## src/rtl/regbank_pkg.sv

```systemverilog
package regbank_pkg;

    typedef enum logic [1:0] {
        RD_ZERO  = 2'd0,
        RD_STORE = 2'd1,
        RD_HW    = 2'd2
    } rd_src_e;

    typedef enum logic [1:0] {
        WR_NONE = 2'd0,
        WR_LOAD = 2'd1,
        WR_CLR1 = 2'd2
    } wr_kind_e;

    typedef struct packed {
        rd_src_e  rd;
        wr_kind_e wr;
    } bit_attr_t;

    localparam bit_attr_t ATT_RO    = '{rd: RD_HW,    wr: WR_NONE};
    localparam bit_attr_t ATT_WO    = '{rd: RD_ZERO,  wr: WR_LOAD};
    localparam bit_attr_t ATT_RW    = '{rd: RD_STORE, wr: WR_LOAD};
    localparam bit_attr_t ATT_W1C   = '{rd: RD_STORE, wr: WR_CLR1};
    localparam bit_attr_t ATT_ALIAS = '{rd: RD_HW,    wr: WR_LOAD};
    localparam bit_attr_t ATT_NONE  = '{rd: RD_ZERO,  wr: WR_NONE};

    // Example map: attribute of bit b in register r.
    function automatic bit_attr_t attr_of(int r, int b);
        bit_attr_t a;
        case (r)
            0: a = ATT_RW;
            1: a = ATT_W1C;
            2: a = ATT_RO;
            3: a = ATT_ALIAS;
            4: a = ATT_WO;
            5: begin
                case (b / 8)
                    0:       a = ATT_RW;
                    1:       a = ATT_W1C;
                    2:       a = ATT_RO;
                    default: a = ATT_WO;
                endcase
            end
            default: a = ATT_NONE;
        endcase
        return a;
    endfunction

endpackage

```

## src/rtl/regbank_decode.sv

```systemverilog
module regbank_decode #(
    parameter int NREG = 8,
    parameter int DW   = 32,
    localparam int AW  = $clog2(NREG),
    localparam int BW  = DW / 8
) (
    input  logic [AW-1:0]   addr,
    input  logic            wr_en,
    input  logic            rd_en,
    input  logic [BW-1:0]   be,
    output logic [NREG-1:0] wr_hit,
    output logic [NREG-1:0] rd_sel,
    output logic [DW-1:0]   bmask
);

    for (genvar g = 0; g < BW; g++) begin : g_byte
        assign bmask[g*8 +: 8] = {8{be[g]}};
    end

    for (genvar r = 0; r < NREG; r++) begin : g_hit
        assign wr_hit[r] = wr_en && (addr == AW'(r));
        assign rd_sel[r] = rd_en && (addr == AW'(r));
    end

endmodule

```

## src/rtl/regbank_reg.sv

```systemverilog
module regbank_reg
    import regbank_pkg::*;
#(
    parameter int            DW  = 32,
    parameter int            IDX = 0,
    parameter logic [DW-1:0] RST = '0
) (
    input  logic          clk,
    input  logic          rst,
    input  logic          wr_hit,
    input  logic [DW-1:0] wr_data,
    input  logic [DW-1:0] bmask,
    input  logic [DW-1:0] hw_set,
    input  logic [DW-1:0] hw_ro,
    output logic [DW-1:0] q_out,
    output logic [DW-1:0] rd_val,
    output logic          wo_stb
);

    logic [DW-1:0] load_m, clr_m, rdst_m, rdhw_m, store_m, wo_m;
    logic [DW-1:0] q, q_nxt, wmask;
    logic          has_wo;

    for (genvar b = 0; b < DW; b++) begin : g_attr
        localparam bit_attr_t A = attr_of(IDX, b);
        assign load_m[b] = (A.wr == WR_LOAD);
        assign clr_m[b]  = (A.wr == WR_CLR1);
        assign rdst_m[b] = (A.rd == RD_STORE);
        assign rdhw_m[b] = (A.rd == RD_HW);
    end

    assign store_m = load_m | clr_m;
    assign wo_m    = load_m & ~rdst_m;
    assign has_wo  = |wo_m;
    assign wmask   = wr_hit ? bmask : '0;

    always_comb begin
        q_nxt = (q & ~(load_m & wmask)) | (wr_data & load_m & wmask);
        q_nxt = q_nxt & ~(clr_m & wmask & wr_data);
        q_nxt = q_nxt | (clr_m & hw_set);
        q_nxt = q_nxt & store_m;
    end

    always_ff @(posedge clk) begin
        if (rst) begin
            q      <= RST & store_m;
            wo_stb <= 1'b0;
        end else begin
            q      <= q_nxt;
            wo_stb <= has_wo && (|wmask);
        end
    end

    assign q_out  = q;
    assign rd_val = (q & rdst_m) | (hw_ro & rdhw_m);

    // a hardware set always lands, even against a same-cycle clear
    a_r5_set_wins: assert property (@(posedge clk) disable iff (rst)
        !rst |=> ((q & clr_m & $past(hw_set)) == ($past(hw_set) & clr_m)));

    // a written 1 with no concurrent set clears the bit
    a_r4_w1c_clear: assert property (@(posedge clk) disable iff (rst)
        (!rst && wr_hit) |=>
            ((q & $past(clr_m & bmask & wr_data & ~hw_set)) == '0));

    // load bits hold when the register is not written
    a_r3_hold: assert property (@(posedge clk) disable iff (rst)
        (!rst && !wr_hit) |=> ((q & load_m) == $past(q & load_m)));

    // a strobe only follows a write to this register
    a_r7_stb_cause: assert property (@(posedge clk) disable iff (rst)
        wo_stb |-> $past(wr_hit));

endmodule

```

## src/rtl/regbank_rdmux.sv

```systemverilog
module regbank_rdmux #(
    parameter int NREG = 8,
    parameter int DW   = 32
) (
    input  logic               clk,
    input  logic               rst,
    input  logic               rd_en,
    input  logic [NREG-1:0]    rd_sel,
    input  logic [NREG*DW-1:0] rd_vals,
    output logic [DW-1:0]      rdata,
    output logic               rvalid
);

    logic [DW-1:0] mux;

    always_comb begin
        mux = '0;
        for (int r = 0; r < NREG; r++) begin
            if (rd_sel[r]) mux = mux | rd_vals[r*DW +: DW];
        end
    end

    always_ff @(posedge clk) begin
        if (rst) begin
            rdata  <= '0;
            rvalid <= 1'b0;
        end else begin
            rdata  <= rd_en ? mux : '0;
            rvalid <= rd_en;
        end
    end

    // valid follows a read by exactly one cycle
    a_r11_valid: assert property (@(posedge clk) disable iff (rst)
        !rst |=> (rvalid == $past(rd_en)));

    // at most one register is selected for a read
    a_r10_onehot: assert property (@(posedge clk) disable iff (rst)
        $onehot0(rd_sel));

    // no data is presented without a read
    a_r11_idle_zero: assert property (@(posedge clk) disable iff (rst)
        !rvalid |-> (rdata == '0));

endmodule

```

## src/rtl/regbank_top.sv

```systemverilog
module regbank_top #(
    parameter int NREG = 8,
    parameter int DW   = 32,
    parameter logic [NREG*DW-1:0] RST_VAL = {
        32'h0000_0000, 32'h0000_0000, 32'h5A00_0F3C, 32'h0000_0000,
        32'h0000_0000, 32'h0000_0000, 32'h0000_0000, 32'hA5A5_0001},
    localparam int AW = $clog2(NREG),
    localparam int BW = DW / 8
) (
    input  logic               clk,
    input  logic               rst,
    input  logic [AW-1:0]      host_addr,
    input  logic               host_wr,
    input  logic               host_rd,
    input  logic [DW-1:0]      host_wdata,
    input  logic [BW-1:0]      host_be,
    output logic [DW-1:0]      host_rdata,
    output logic               host_rvalid,
    input  logic [NREG*DW-1:0] hw_ro_in,
    input  logic [NREG*DW-1:0] hw_set_in,
    output logic [NREG*DW-1:0] reg_q,
    output logic [NREG-1:0]    wo_stb
);

    logic [NREG-1:0]    wr_hit, rd_sel;
    logic [DW-1:0]      bmask;
    logic [NREG*DW-1:0] rd_vals;

    regbank_decode #(.NREG(NREG), .DW(DW)) u_dec (
        .addr   (host_addr),
        .wr_en  (host_wr),
        .rd_en  (host_rd),
        .be     (host_be),
        .wr_hit (wr_hit),
        .rd_sel (rd_sel),
        .bmask  (bmask)
    );

    for (genvar r = 0; r < NREG; r++) begin : g_reg
        regbank_reg #(
            .DW  (DW),
            .IDX (r),
            .RST (RST_VAL[r*DW +: DW])
        ) u_reg (
            .clk     (clk),
            .rst     (rst),
            .wr_hit  (wr_hit[r]),
            .wr_data (host_wdata),
            .bmask   (bmask),
            .hw_set  (hw_set_in[r*DW +: DW]),
            .hw_ro   (hw_ro_in[r*DW +: DW]),
            .q_out   (reg_q[r*DW +: DW]),
            .rd_val  (rd_vals[r*DW +: DW]),
            .wo_stb  (wo_stb[r])
        );
    end

    regbank_rdmux #(.NREG(NREG), .DW(DW)) u_rd (
        .clk     (clk),
        .rst     (rst),
        .rd_en   (host_rd),
        .rd_sel  (rd_sel),
        .rd_vals (rd_vals),
        .rdata   (host_rdata),
        .rvalid  (host_rvalid)
    );

endmodule

```

## config.mk

```make
export PLATFORM = sky130hd
export DESIGN_NAME = regbank_top
export DESIGN_NICKNAME = d
export VERILOG_FILES = /design/src/rtl/regbank_pkg.sv /design/src/rtl/regbank_decode.sv /design/src/rtl/regbank_reg.sv /design/src/rtl/regbank_rdmux.sv /design/src/rtl/regbank_top.sv
export SDC_FILE = /design/constraint.sdc
export NUM_CORES = 1
export LEC_CHECK = 0
export BUFFER_PORTS_ARGS = -buffer_cell sky130_fd_sc_hd__buf_2
export CAP_MARGIN = 20
export CORE_AREA = 2 2 334 336
export DETAILED_ROUTE_END_ITERATION = 16
export DIE_AREA = 0 0 336 338
export GPL_TIMING_DRIVEN = 0
export PLACE_DENSITY = 0.36
export REMOVE_ABC_BUFFERS = 1
export SYNTH_ARGS = -nofsm -noshare
export SYNTH_HDL_FRONTEND = slang
export SYNTH_HIERARCHICAL = 1
export SYNTH_SLANG_ARGS = --single-unit
export TNS_END_PERCENT = 10
```

## constraint.sdc

```tcl
create_clock -name clk -period 1.95 [get_ports clk]
set_input_delay 0.0975 -clock clk [delete_from_list [all_inputs] [get_ports clk]]
set_output_delay 0.0975 -clock clk [all_outputs]
set_load 0.02 [all_outputs]
```

; ---- After elaboration in Yosys (flattened, before gate mapping)
; Index checks and enable logic that the tools add are counted.
[word_totals]
regBits = 196
in_bits = 555
elab_cells = 71
out_inout_bits = 297
[classes]
reduce_logical = 15
eq_ne = 5
muxes = 10
bitwise = 30
[op_table]
columns = op, count
row1 = AND 32 bit, 11
row2 = two-way mux 32 bit, 10
row3 = OR 32 bit, 8
row4 = inverter 32 bit, 6
row5 = OR reduction 32 bit, 3
row6 = AND 16 x 32 -> 32 bit, 1
row7 = OR 32 x 16 -> 32 bit, 1
row8 = OR 32 x 24 -> 32 bit, 1
row9 = OR 16 x 24 -> 24 bit, 1
row10 = logical AND 1 bit, 10
row11 = "== test 3 x 2 -> 1 bit, second input constant", 2
row12 = "== test 3 bit, second input constant", 2
row13 = "== test 3 x 1 -> 1 bit, second input constant", 1
row14 = logical NOT 3 bit, 1
row15 = OR reduction 2 bit, 1
row16 = inverter 1 bit, 1

; ---- Longest topological paths before layout
[logic_depth]
depth_word = 11
depth_mapped = 7
ltp_nobuf = 4

; ---- By module
; The synthesis kept the hierarchy.
[modules_own_cells]
columns = module, instances, cells_each, area_each_um2, seq_area_each_um2
row1 = regbank_rdmux, 1, 223, 2088.3, 660.6
row2 = regbank_reg at g_reg[1].u_reg, 1, 168, 1694.1, 640.6
row3 = regbank_reg at g_reg[4].u_reg, 1, 217, 1619.1, 660.6
row4 = regbank_reg at g_reg[3].u_reg, 1, 216, 1615.3, 660.6
row5 = regbank_reg at g_reg[0].u_reg, 1, 163, 1611.5, 640.6
row6 = regbank_reg at g_reg[2].u_reg ..., 3, 66, 491.7, 0.0
row7 = regbank_reg at g_reg[5].u_reg, 1, 169, 1326.3, 500.5
row8 = regbank_decode, 1, 51, 475.5, 0.0

; ---- Worst setup path after synthesis
; Ideal clock, no wire load.
[synth_timing]
path_kind = input -> register
from = input port host_addr[1]
to = register (tool-made name)
arrival_time_ps = 1090
path_slack_ps = 738
setup_time_ps = 122
stages = 6
required_time_ps = 1828
n_path_buf = 3
cell_sequence = buf_6 > nor4b_2 > buf_6 > buf_8 > a21boi_2 > a311o_1
[synth_lines]
columns = item, line_no
row1 = from (decl), regbank_top.sv:12  ; input logic [AW-1:0] host_addr,

; ---- Final worst setup path
[layout_timing]
from = input port host_addr[2]
to = register u_rd.rdata[7]
[layout_via]
word_cells_on_any_way = 19
cone_classes = 4 x eq/ne / 5 x mux / 4 x bitwise / 6 x reduce/logical
[layout_lines]
columns = item, line_no
row1 = == test 3 x 2 -> 1 bit (*), --
row2 = logical AND 1 bit (*), regbank_decode.sv:22  ; assign rd_sel[r] = rd_en && (addr == AW'(r));
row3 = named net rd_sel[2], regbank_top.sv:25  ; logic [NREG-1:0] wr_hit, rd_sel;
row4 = two-way mux 32 bit (*), regbank_rdmux.sv:19  ; if (rd_sel[r]) mux = mux | rd_vals[r*DW +: DW];
row5 = OR 32 bit, regbank_rdmux.sv:19
row6 = two-way mux 32 bit (*), regbank_rdmux.sv:19
row7 = OR 32 x 24 -> 32 bit, regbank_rdmux.sv:19
row8 = two-way mux 32 bit (*), regbank_rdmux.sv:19
row9 = to (signal assigned), regbank_rdmux.sv:28  ; rdata <= rd_en ? mux : '0;
row10 = to (decl), regbank_rdmux.sv:10  ; output logic [DW-1:0] rdata,
; The timed path passes the listed nets; every way through them passes the cells marked *.
; A chain may end at the register's enable or synchronous reset.

==> run metrics <==
Worst Hold Endpoint=u_rd/rdata[11]; worst setup skew after layout=approximately 10 ps; total of warnings raised by yosys=6; Synth-to-Final Area Change=31.1%; starting utilization of the core area=0.108; total power after layout=0.00970 W; critical-path cell with the highest stage delay=sky130_fd_sc_hd__and4bb_2; detail-routed net length per standard cell=between 15 and 20 um; Setup crit end kind=flip-flop; number of buffers between clock root and the deepest sink=2; synthesized area per cell=8.47 um^2; maximum VDD drop=549 uV; total routing usage reported by global routing=0.0891; Final Max Slew Viols=0; total die area=114000 um^2; number of buffer and inverter instances along the worst setup path=3; clock slew at reported path FFs=roughly 90 ps; number of global-route vias before repair=9335; count of TritonRoute iterations in the first routing pass=5; type of the worst setup path=primary input to flip-flop; unrepaired setup endpoints after global routing=no; netlist area before placement=roughly 12000 um^2; post-CTS setup buffer count=0; maximum operating frequency=roughly 0.54 GHz; capture point of the worst reg-to-reg path=u_rd/rdata[3]; CTS tree=built; Inserted Clock Buffers=17; arrival time worst endpoint=around 2300 ps; worst hold path stage count=3; residual overflow from global routing=0; MaxCap Viol Count=0; outcome=completed; critical path, cell by cell=buf_2 > and4bb_2 > buf_12 > a22oi_1 > dlygate4sd3_1 > a41oi_1; global-route wire length before repair=approximately 70000 um; tightest slew margin relative to the limit=0.345; type of the most critical hold path=primary input to flip-flop; critical path fanouts, max=19; Post-Synthesis Cells=about 1400; core area=about 110000 um^2; proportion of layout cells with a drive suffix above 1=0.282; share of the clock period used by the worst path=0.955; final setup violation count=0; final period demand of the worst path=between 1500 and 2000 ps; max incr delay on CP=a little over 700 ps; number of levels the H-tree was split into=4; die outline height=about 340 um; total wire length=51900 um; Rows=122; routability-driven placement congestion ratio=0.670; Crit path required time=2360 ps; post-detailed-placement half-perimeter wirelength=38800 um; DRC Markers=0; top cell family by delay on the critical path=buffers and inverters; Final Hold Fails=0; number of nets with antenna violations after detailed routing=0; vias after detailed routing=10100; clock net sink count=188; count of buffers inserted at the top-level ports=342; depth of the most critical reg-to-reg path=2; per-cell via count in the routed design=~3.2; startpoint of the tightest hold check path=hw_ro_in[107]; power density over the cells=623 nW/um^2; final worst slack=87.3 ps; DR iter-0 viols=603; die width=~340 um; reg2reg setup slack=550 ps; critical path launch point type=primary input; nets=2243; largest net degree at the start of global routing=a little under 90; root buffer selected by CTS=sky130_fd_sc_hd__clkbuf_16; leakage power=5.97 nW; Worst Setup Slack post-DPL=-466 ps; Worst Max-Slew Pin Slew=between 900 and 1000 ps; filler cell count=12600; initial antenna violation count=7; number of top-level pins=852; source-to-sink clock delay at the later pin of the worst-skew pair=510 ps
report_power, final:
group          internal [W]  switching (W)  total, W
Clock               0.00189        0.00208   0.00397
Combinational      0.000623        0.00107   0.00169
Sequential          0.00395      0.0000842   0.00403
routing by layer:
metal	GRT usage	vias to the layer above	routed length [um]
li1	-	4967	-
met2	0.135	417	22300
met1	0.120	4668	25000
met4	0.0247	0	566
met5	0	-	0
met3	0.0292	23	4030
worst register-to-register path: cells and delay by family, from the launching register on:
| kind | cells | cell delay, ps |
|---|---|---|
| AO/OA/AOI/OAI | 2 | 920 |
| flip-flops | 1 | 330 |
metrics by stage:
step	utilization	std cells	instance area [um^2]	hold slack [ps]	setup TNS, ps
3_3_place_gp	0.116	2965	12700	284	-442100
2_1_floorplan	-	1135	9180	167	-48560
5_1_grt	0.141	3189	15600	13.2	0
4_1_cts	0.141	3189	15600	1.72	0
3_5_place_dp	0.120	2987	13200	280	-4220
6_report	0.141	3190	15600	9.87	0
how the worst max path moves through the flow:
stage	to	from	cells past startpoint	slack (ps)
2_1_floorplan	flip-flop	host_addr[0]	3	-1740
3_3_place_gp	flip-flop	host_addr[1]	4	-5160
3_5_place_dp	flip-flop	host_addr[1]	7	-470
4_1_cts	g_reg[5].u_reg/q_out[10]	host_addr[0]	6	110
5_1_grt	flip-flop	host_addr[1]	7	40
6_report	u_rd/rdata[7]	host_addr[2]	6	90
cells in the final DEF, fill, tap and decap left out, types with 4 or more instances in the layout:
cell / n
sky130_fd_sc_hd__buf_16: 6
sky130_fd_sc_hd__inv_8: 5
sky130_fd_sc_hd__a22oi_1: 128
sky130_fd_sc_hd__and4b_1: 30
sky130_fd_sc_hd__nor2_1: 36
sky130_fd_sc_hd__dlygate4sd3_1: 170
sky130_fd_sc_hd__buf_2: 337
sky130_fd_sc_hd__nand3_1: 119
sky130_fd_sc_hd__nor3_2: 30
sky130_fd_sc_hd__nand4_1: 6
sky130_fd_sc_hd__and4b_2: 4
sky130_fd_sc_hd__conb_1: 213
sky130_fd_sc_hd__a21bo_2: 22
sky130_fd_sc_hd__a21boi_0: 4
sky130_fd_sc_hd__buf_12: 9
sky130_fd_sc_hd__a311o_1: 9
sky130_fd_sc_hd__nor4_1: 14
sky130_fd_sc_hd__nor4_2: 10
sky130_fd_sc_hd__clkbuf_16: 17
sky130_fd_sc_hd__a21boi_2: 5
sky130_fd_sc_hd__a41oi_1: 32
sky130_fd_sc_hd__a211o_1: 4
sky130_fd_sc_hd__dfxtp_1: 188
sky130_fd_sc_hd__buf_6: 7
sky130_fd_sc_hd__clkinv_8: 5
sky130_fd_sc_hd__nand2_1: 160
sky130_fd_sc_hd__a21oi_1: 99
timing repair:
action | in CTS | in global routing
resized for setup | 0 | 2
setup endpoints to repair | 0 | 1
endpoints found under the hold margin | 179 | 0
hold buffers | 170 | 0
cell type report:
class | instances | area (um^2) | share of cell area
diodes | 1 | 2.50 | 0.000161
clock buffers | 18 | 439 | 0.0282
clock inverters | 14 | 193 | 0.0124
inverters | 4 | 15.0 | 0.000964
multi-input cells | 943 | 5430 | 0.349
flip-flops and latches | 188 | 3760 | 0.242
well taps | 1488 | 1860 | 0.120
repair buffers | 534 | 3860 | 0.248
Power figures use the tool's default switching activity.
